**src/rtl/cap_pkg.sv**
```systemverilog
// Package: shared constants and types for the edge capture block.
// Assumes: nothing beyond IEEE 1800-2017.
package cap_pkg;

    // Edge polarity encoding as seen on the edge_rise input.
    typedef enum logic {
        EDGE_FALL = 1'b0,
        EDGE_RISE = 1'b1
    } edge_pol_e;

    // Default geometry of the block.
    localparam int unsigned CAP_CNT_W       = 16;
    localparam int unsigned CAP_SYNC_STAGES = 2;
    localparam int unsigned CAP_FILT_LEN    = 4;

endpackage

```
**src/rtl/cap_sync.sv**
```systemverilog
// Module: cap_sync
// Brings an asynchronous level into the clk domain through a flop chain.
// Assumes: STAGES >= 2; the input may change at any time relative to clk.
module cap_sync #(
    parameter int unsigned STAGES = 2
) (
    input  logic clk,
    input  logic rst_n,
    input  logic din,
    output logic dout
);
    logic [STAGES-1:0] chain;

    // Shift the raw level through the synchronizer flops.
    always_ff @(posedge clk) begin
        if (!rst_n) begin
            chain <= '0;
        end else begin
            chain <= {chain[STAGES-2:0], din};
        end
    end

    assign dout = chain[STAGES-1];
endmodule

```
**src/rtl/cap_edge_qual.sv**
```systemverilog
// Module: cap_edge_qual
// Turns a synchronized level into a one-cycle "qualified edge" indication.
// The indication is either the raw edge or the edge of a filtered level,
// where the filtered level only moves after FILT_LEN equal samples.
// Assumes: lvl is already synchronous to clk; FILT_LEN >= 2.
module cap_edge_qual
    import cap_pkg::*;
#(
    parameter int unsigned FILT_LEN = 4
) (
    input  logic clk,
    input  logic rst_n,
    input  logic lvl,
    input  logic rise_sel,
    input  logic filt_en,
    output logic hit
);
    localparam int unsigned HIST_W = FILT_LEN - 1;

    logic              lvl_prev;
    logic [HIST_W-1:0] hist;
    logic              flt_lvl;
    logic              all_hi;
    logic              all_lo;
    logic              raw_rise;
    logic              raw_fall;
    logic              flt_rise;
    logic              flt_fall;
    edge_pol_e         pol;

    assign pol = edge_pol_e'(rise_sel);

    // Remember the previous synchronized level for raw edge detection.
    always_ff @(posedge clk) begin
        if (!rst_n) begin
            lvl_prev <= 1'b0;
        end else begin
            lvl_prev <= lvl;
        end
    end

    // Keep a history of the last HIST_W samples for the filter.
    generate
        if (HIST_W > 1) begin : g_hist_wide
            always_ff @(posedge clk) begin
                if (!rst_n) begin
                    hist <= '0;
                end else begin
                    hist <= {hist[HIST_W-2:0], lvl};
                end
            end
        end else begin : g_hist_single
            always_ff @(posedge clk) begin
                if (!rst_n) begin
                    hist <= '0;
                end else begin
                    hist <= lvl;
                end
            end
        end
    endgenerate

    // Run detection for a full window of equal samples.
    always_comb begin
        all_hi = lvl & (&hist);
        all_lo = ~lvl & ~(|hist);
    end

    // The filtered level moves only when a full run has been seen.
    always_ff @(posedge clk) begin
        if (!rst_n) begin
            flt_lvl <= 1'b0;
        end else if (all_hi) begin
            flt_lvl <= 1'b1;
        end else if (all_lo) begin
            flt_lvl <= 1'b0;
        end
    end

    // Form the candidate edges and pick one by filter and polarity.
    always_comb begin
        raw_rise = lvl & ~lvl_prev;
        raw_fall = ~lvl & lvl_prev;
        flt_rise = all_hi & ~flt_lvl;
        flt_fall = all_lo & flt_lvl;
        if (filt_en) begin
            hit = (pol == EDGE_RISE) ? flt_rise : flt_fall;
        end else begin
            hit = (pol == EDGE_RISE) ? raw_rise : raw_fall;
        end
    end
endmodule

```
**src/rtl/cap_store.sv**
```systemverilog
// Module: cap_store
// Holds the captured counter value, the capture pulse and the sticky flag.
// Assumes: hit is a single-cycle indication synchronous to clk.
module cap_store #(
    parameter int unsigned CNT_W = 16
) (
    input  logic             clk,
    input  logic             rst_n,
    input  logic             hit,
    input  logic             cap_en,
    input  logic [CNT_W-1:0] cnt_val,
    input  logic             flag_clr,
    output logic [CNT_W-1:0] cap_value,
    output logic             cap_strobe,
    output logic             cap_flag
);
    logic take;

    // A capture is taken only while captures are enabled.
    assign take = hit & cap_en;

    // Latch the counter on an accepted edge.
    always_ff @(posedge clk) begin
        if (!rst_n) begin
            cap_value <= '0;
        end else if (take) begin
            cap_value <= cnt_val;
        end
    end

    // Pulse the strobe for one cycle per capture.
    always_ff @(posedge clk) begin
        if (!rst_n) begin
            cap_strobe <= 1'b0;
        end else begin
            cap_strobe <= take;
        end
    end

    // Sticky flag: a capture sets it and has priority over a clear.
    always_ff @(posedge clk) begin
        if (!rst_n) begin
            cap_flag <= 1'b0;
        end else if (take) begin
            cap_flag <= 1'b1;
        end else if (flag_clr) begin
            cap_flag <= 1'b0;
        end
    end
endmodule

```
**src/rtl/edge_capture_unit.sv**
```systemverilog
// Module: edge_capture_unit (top)
// Synchronizes the capture pin, qualifies an edge (optionally filtered),
// and stores the counter value on each accepted edge.
// Assumes: control inputs are synchronous to clk; cnt_val is driven by an
// external free-running counter.
module edge_capture_unit
    import cap_pkg::*;
#(
    parameter int unsigned CNT_W       = CAP_CNT_W,
    parameter int unsigned SYNC_STAGES = CAP_SYNC_STAGES,
    parameter int unsigned FILT_LEN    = CAP_FILT_LEN
) (
    input  logic             clk,
    input  logic             rst_n,
    input  logic             cap_pin,
    input  logic [CNT_W-1:0] cnt_val,
    input  logic             cap_en,
    input  logic             edge_rise,
    input  logic             filt_en,
    input  logic             flag_clr,
    output logic [CNT_W-1:0] cap_value,
    output logic             cap_strobe,
    output logic             cap_flag
);
    logic pin_sync;
    logic edge_hit;

    cap_sync #(
        .STAGES (SYNC_STAGES)
    ) i_sync (
        .clk   (clk),
        .rst_n (rst_n),
        .din   (cap_pin),
        .dout  (pin_sync)
    );

    cap_edge_qual #(
        .FILT_LEN (FILT_LEN)
    ) i_qual (
        .clk      (clk),
        .rst_n    (rst_n),
        .lvl      (pin_sync),
        .rise_sel (edge_rise),
        .filt_en  (filt_en),
        .hit      (edge_hit)
    );

    cap_store #(
        .CNT_W (CNT_W)
    ) i_store (
        .clk        (clk),
        .rst_n      (rst_n),
        .hit        (edge_hit),
        .cap_en     (cap_en),
        .cnt_val    (cnt_val),
        .flag_clr   (flag_clr),
        .cap_value  (cap_value),
        .cap_strobe (cap_strobe),
        .cap_flag   (cap_flag)
    );
endmodule

```
**config.mk**
```make
export PLATFORM = sky130hd
export DESIGN_NAME = edge_capture_unit
export DESIGN_NICKNAME = d
export VERILOG_FILES = /design/src/rtl/cap_pkg.sv /design/src/rtl/cap_sync.sv /design/src/rtl/cap_edge_qual.sv /design/src/rtl/cap_store.sv /design/src/rtl/edge_capture_unit.sv
export SDC_FILE = /design/constraint.sdc
export NUM_CORES = 1
export LEC_CHECK = 0
export ABC_AREA = 0
export ABC_CLOCK_PERIOD_IN_PS = 2000
export BUFFER_PORTS_ARGS = -buffer_cell sky130_fd_sc_hd__buf_4
export CAP_MARGIN = 10
export CORE_MARGIN = 3
export CORE_UTILIZATION = 41
export CTS_CLUSTER_DIAMETER = 150
export DETAILED_ROUTE_END_ITERATION = 8
export PLACE_DENSITY = 0.8
export SLEW_MARGIN = 30
export SYNTH_ARGS = -nofsm -noshare
export SYNTH_HDL_FRONTEND = slang
export SYNTH_SLANG_ARGS = --single-unit
```
**constraint.sdc**
```tcl
create_clock -name clk -period 2 [get_ports clk]
set_input_delay 0.2 -clock clk [delete_from_list [all_inputs] [get_ports clk]]
set_output_delay 0.2 -clock clk [all_outputs]
set_load 0.01 [all_outputs]
```
After elaboration in Yosys (flattened, before gate mapping) --
Index checks and enable logic that the tools add are counted.
Storage, ports and cells: bits in registers 25, logic and storage cells 29
Cells by class: muxes and demuxes 7, bitwise operators 11, reduce and logical (&&, ||, !) cells 4
Operators with widths (count):
- $and 1x1->1 | 7
- $mux 1 | 7
- $not 1->1 | 4
- $reduce_bool 2->1 | 2
- $reduce_and 3->1 | 1
- $reduce_or 3->1 | 1

Depth between registers and ports, before layout --
word-level depth 8, gate-level depth with buffers 6, mapped depth without buffers 4

By module --
Synthesis repeated with hierarchy kept, for this count alone.
Second synthesis, totals: cells, all modules 102, area, all modules 969.7 um^2
By module, submodules not included:
- cap_store | instances 1, cells each 80, area each 740.7 um^2, sequential area each 360.3 um^2
- cap_edge_qual | instances 1, cells each 18, area each 176.4 um^2, sequential area each 80.1 um^2
- cap_sync | instances 1, cells each 4, area each 52.6 um^2, sequential area each 40.0 um^2

Worst setup path after synthesis --
Ideal clock, no wire load.
path type reg-to-reg, start point reg i_sync.chain[1], end point reg i_store.cap_value[10], arrival 1.799 ns, path slack 0.130 ns, stages on the path, launching flop included 7, buffers on the path 2, period minus slack after synthesis 1.870 ns, cells stage by stage dfxtp_1 -> or3_1 -> or4b_1 -> a31oi_1 -> buf_6 -> buf_12 -> mux2i_1
On the way: word-level cells in the longest chain between the ends 6
RTL lines:
- start, declared | line cap_sync.sv:12 | logic [STAGES-1:0] chain;
- start signal, assigned | line cap_sync.sv:19 | chain <= {chain[STAGES-2:0], din};
- $not 1->1 | line cap_edge_qual.sv:66, cap_edge_qual.sv:83
- $and 1x1->1 | line cap_edge_qual.sv:66 | all_lo = ~lvl & ~(|hist);
- $and 1x1->1 | line cap_edge_qual.sv:85 | flt_fall = all_lo & flt_lvl;
- $mux 1 | line cap_edge_qual.sv:87 | hit = (pol == EDGE_RISE) ? flt_rise : flt_fall;
- $mux 1 * | line cap_edge_qual.sv:86 | if (filt_en) begin
- $and 1x1->1 * | line cap_store.sv:20 | assign take = hit & cap_en;
- end signal, assigned | line cap_store.sv:27 | cap_value <= cnt_val;
- end, declared | line cap_store.sv:13 | output logic [CNT_W-1:0] cap_value,
Mark *: on every way between the ends. The rest lies on a longest branch, timed or not. A chain may end at the register's enable or synchronous reset.

Worst setup path after layout --
start point reg i_sync.chain[1], end point reg i_store.cap_value[14]
The elaborated chain is that of the path after synthesis.

==> flow_metrics.env <==
export IMPL_grt_max_degree=41
export IMPL_met2_usage=0.238
export IMPL_core_area_sq_mm=0.00206
export IMPL_required_ns=2.25
export IMPL_wl_um=1970
export IMPL_crit_arrival_ns=2.14
export IMPL_dp_slack_ns=0.0449
export IMPL_io_pins=41
export IMPL_grt_busiest_layer="met2"
export IMPL_vdd_drop_max_uv=514
export IMPL_synth_top_cell_area_share=0.509
export IMPL_first_pass_iters=4
export IMPL_fp_dieW_um=54.0
export IMPL_hp_class="primary input to register"
export IMPL_worst_pin_slew_ns=0.408
export IMPL_drive_above_1_share=0.377
export IMPL_ys_types=21
export IMPL_path_clk_slew_ns=0.12
export IMPL_vias=774
export IMPL_cts_tree="yes"
export IMPL_h_tree_depth=1
export IMPL_grt_pass1_vias=714
export IMPL_yosysTopAreaCell="dfxtp_1"
export IMPL_cellPowerDensity_mw_per_mm2=728
export IMPL_ys_warn_count=0
export IMPL_wl_per_cell_um=11.9
export IMPL_cts_sinks=24
export IMPL_finalHoldViolCount=0
export IMPL_max_freq_mhz=528
export IMPL_fin_crit_sh=0.947
export IMPL_dieArea_sq_mm=0.00291
export IMPL_syn_nets=120
export IMPL_slew_viol_final=0
export IMPL_syn_cell_area_sq_um=943
export IMPL_die_h_um=54.0
export IMPL_power_leakage_nw=0.591
export IMPL_yosys_register_bits=24
export IMPL_critPathLaunchType="register"
export IMPL_status="finished clean"
export IMPL_diodes=0
export IMPL_met1_usage=0.154
export IMPL_insertion_delay_ns=0.32
export IMPL_routabilityCongestion=0.636
export IMPL_min_period_ns=1.89
export IMPL_holdWs_ns=0.0916
export IMPL_grt_overflow=0
export IMPL_initial_core_util=0.458
export IMPL_core_rowCount=16
export IMPL_num_fill_cells=181
export IMPL_grt_usage=0.139
export IMPL_clockBufferDepth=2
export IMPL_use_met3=0.0388
export IMPL_grt_antenna_before_repair=0
export IMPL_worstSetupEndpointType="register"
export IMPL_crit_type="register to register"
export IMPL_drtAntennaViolNets=0
export IMPL_setup_viol=0
export IMPL_vias_per_cell=4.69
export IMPL_seq_area_frac_synth=0.509
export IMPL_fin_ws_ns=0.106
export IMPL_drtIter0Drc=1
export IMPL_layout_nets=162
export IMPL_cts_inserted_buffers=3
export IMPL_post_route_drc_count=0
export IMPL_synth_area_per_cell_sq_um=9.73
export IMPL_fin_util=0.644
export IMPL_port_buffers=40
export IMPL_maxCapViolCount=0
export IMPL_grt_pass1_wl_um=2920
export IMPL_synth_area_leaders="dfxtp_1 51%, mux2i_1 17%, nand2_1 13%, and2_1 3.3%, buf_12 2.1%"
export IMPL_dpl_hpwl_um=1420
export IMPL_cts_root_buf="clkbuf_4"
export IMPL_skew_ns=0.0129
export IMPL_syn_inst=97
export IMPL_area_delta_synth_final_pct=40.8
export IMPL_relSlewSlack=0.726
export IMPL_cp_max_fo=8
==> repair_timing <==
item                                    4_1_cts  5_1_grt
hold buffers                                  0        0
buffers inserted                              0        0
endpoints found under the setup margin        0       13
gates resized for setup                       0        6
==> cells by family after synthesis <==
family	synth area share
flops	0.509
mux	0.170
simple gates	0.232
compound gates	0.0358
buf+inv	0.0531
==> worst paths after layout <==
path                                                         from                                 end  slack (ns)  cells after the start
worst min-delay path                                      cap_pin          i_sync.chain[0]$_SDFF_PN0_        0.09                      2
worst max-delay path                   i_sync.chain[1]$_SDFF_PN0_  i_store.cap_value[14]$_SDFFE_PN0P_        0.11                      5
worst max register to register         i_sync.chain[1]$_SDFF_PN0_  i_store.cap_value[14]$_SDFFE_PN0P_        0.11                      5
worst min register to register  i_store.cap_value[1]$_SDFFE_PN0P_   i_store.cap_value[1]$_SDFFE_PN0P_        0.47                      2
==> power breakdown <==
| part | internal (mW) | switching [mW] | total (mW) |
|---|---|---|---|
| Clock | 0.203 | 0.144 | 0.347 |
| Combinational | 0.0671 | 0.0489 | 0.116 |
| Sequential | 0.495 | 0.00862 | 0.504 |
==> critical path, cell delays in order (launching register included) <==
cell and delay [ns]:
dfxtp_1 0.35, or3_1 0.39, or4b_4 0.51, a31oi_4 0.21, buf_6 0.18, mux2i_1 0.19
==> routing by layer <==
layer / share of wire / wire length (um)
met1: 0.40 / 789
met2: 0.52 / 1030
met3: 0.063 / 124
met4: 0.013 / 26
met5: 0 / 0
==> placed cells by master, fill, tap and decap left out, types with 2 or more instances in the layout <==
cell type,instances
and2_1,5
buf_4,41
buf_6,2
clkbuf_4,3
dfxtp_1,24
mux2i_1,16
nand2_1,33
==> flip-flops by register name, summed over array words and instances, names as in the netlist <==
signal              cells
i_store.cap_strobe      1
i_sync.chain            2
i_qual.hist             3
i_qual.flt_lvl          1
i_store.cap_flag        1
i_store.cap_value      16
==> area by class of cell <==
| type | instances | area, sq um | area share |
|---|---|---|---|
| clock buffers | 3 | 22.5 | 0.0169 |
| clock inverters | 1 | 30.0 | 0.0226 |
| multi-input cells | 67 | 432 | 0.325 |
| flip-flops and latches | 24 | 480 | 0.362 |
| well taps | 27 | 33.8 | 0.0254 |
| repair buffers | 43 | 330 | 0.249 |
==> metrics by stage <==
step                std cells  power, mW  setup TNS (ns)  area [sq um]
floorplan                  97      0.568               0           943
global placement          160      0.624               0          1250
detailed placement        160      0.627               0          1250
CTS                       164      0.974               0          1300
global route              165       1.01        -0.00482          1330
finish                    165      0.967               0          1330
==> Yosys cell counts <==
| library cell | number |
|---|---|
| and3b_2 | 1 |
| and2_2 | 1 |
| or3_1 | 1 |
| buf_6 | 1 |
| nand4b_1 | 1 |
| o21a_1 | 1 |
| clkbuf_1 | 3 |
| o21ai_0 | 1 |
| a21boi_0 | 1 |
| buf_12 | 1 |
| and3_2 | 1 |
| nor2b_1 | 1 |
| or4b_1 | 1 |
| nand2_1 | 33 |
| mux2i_1 | 16 |
| a31oi_1 | 1 |
| and2_1 | 5 |
| nor3b_1 | 1 |
| buf_4 | 1 |
| o31ai_1 | 1 |
| dfxtp_1 | 24 |
Note: power is estimated with default switching activity, not from simulation.
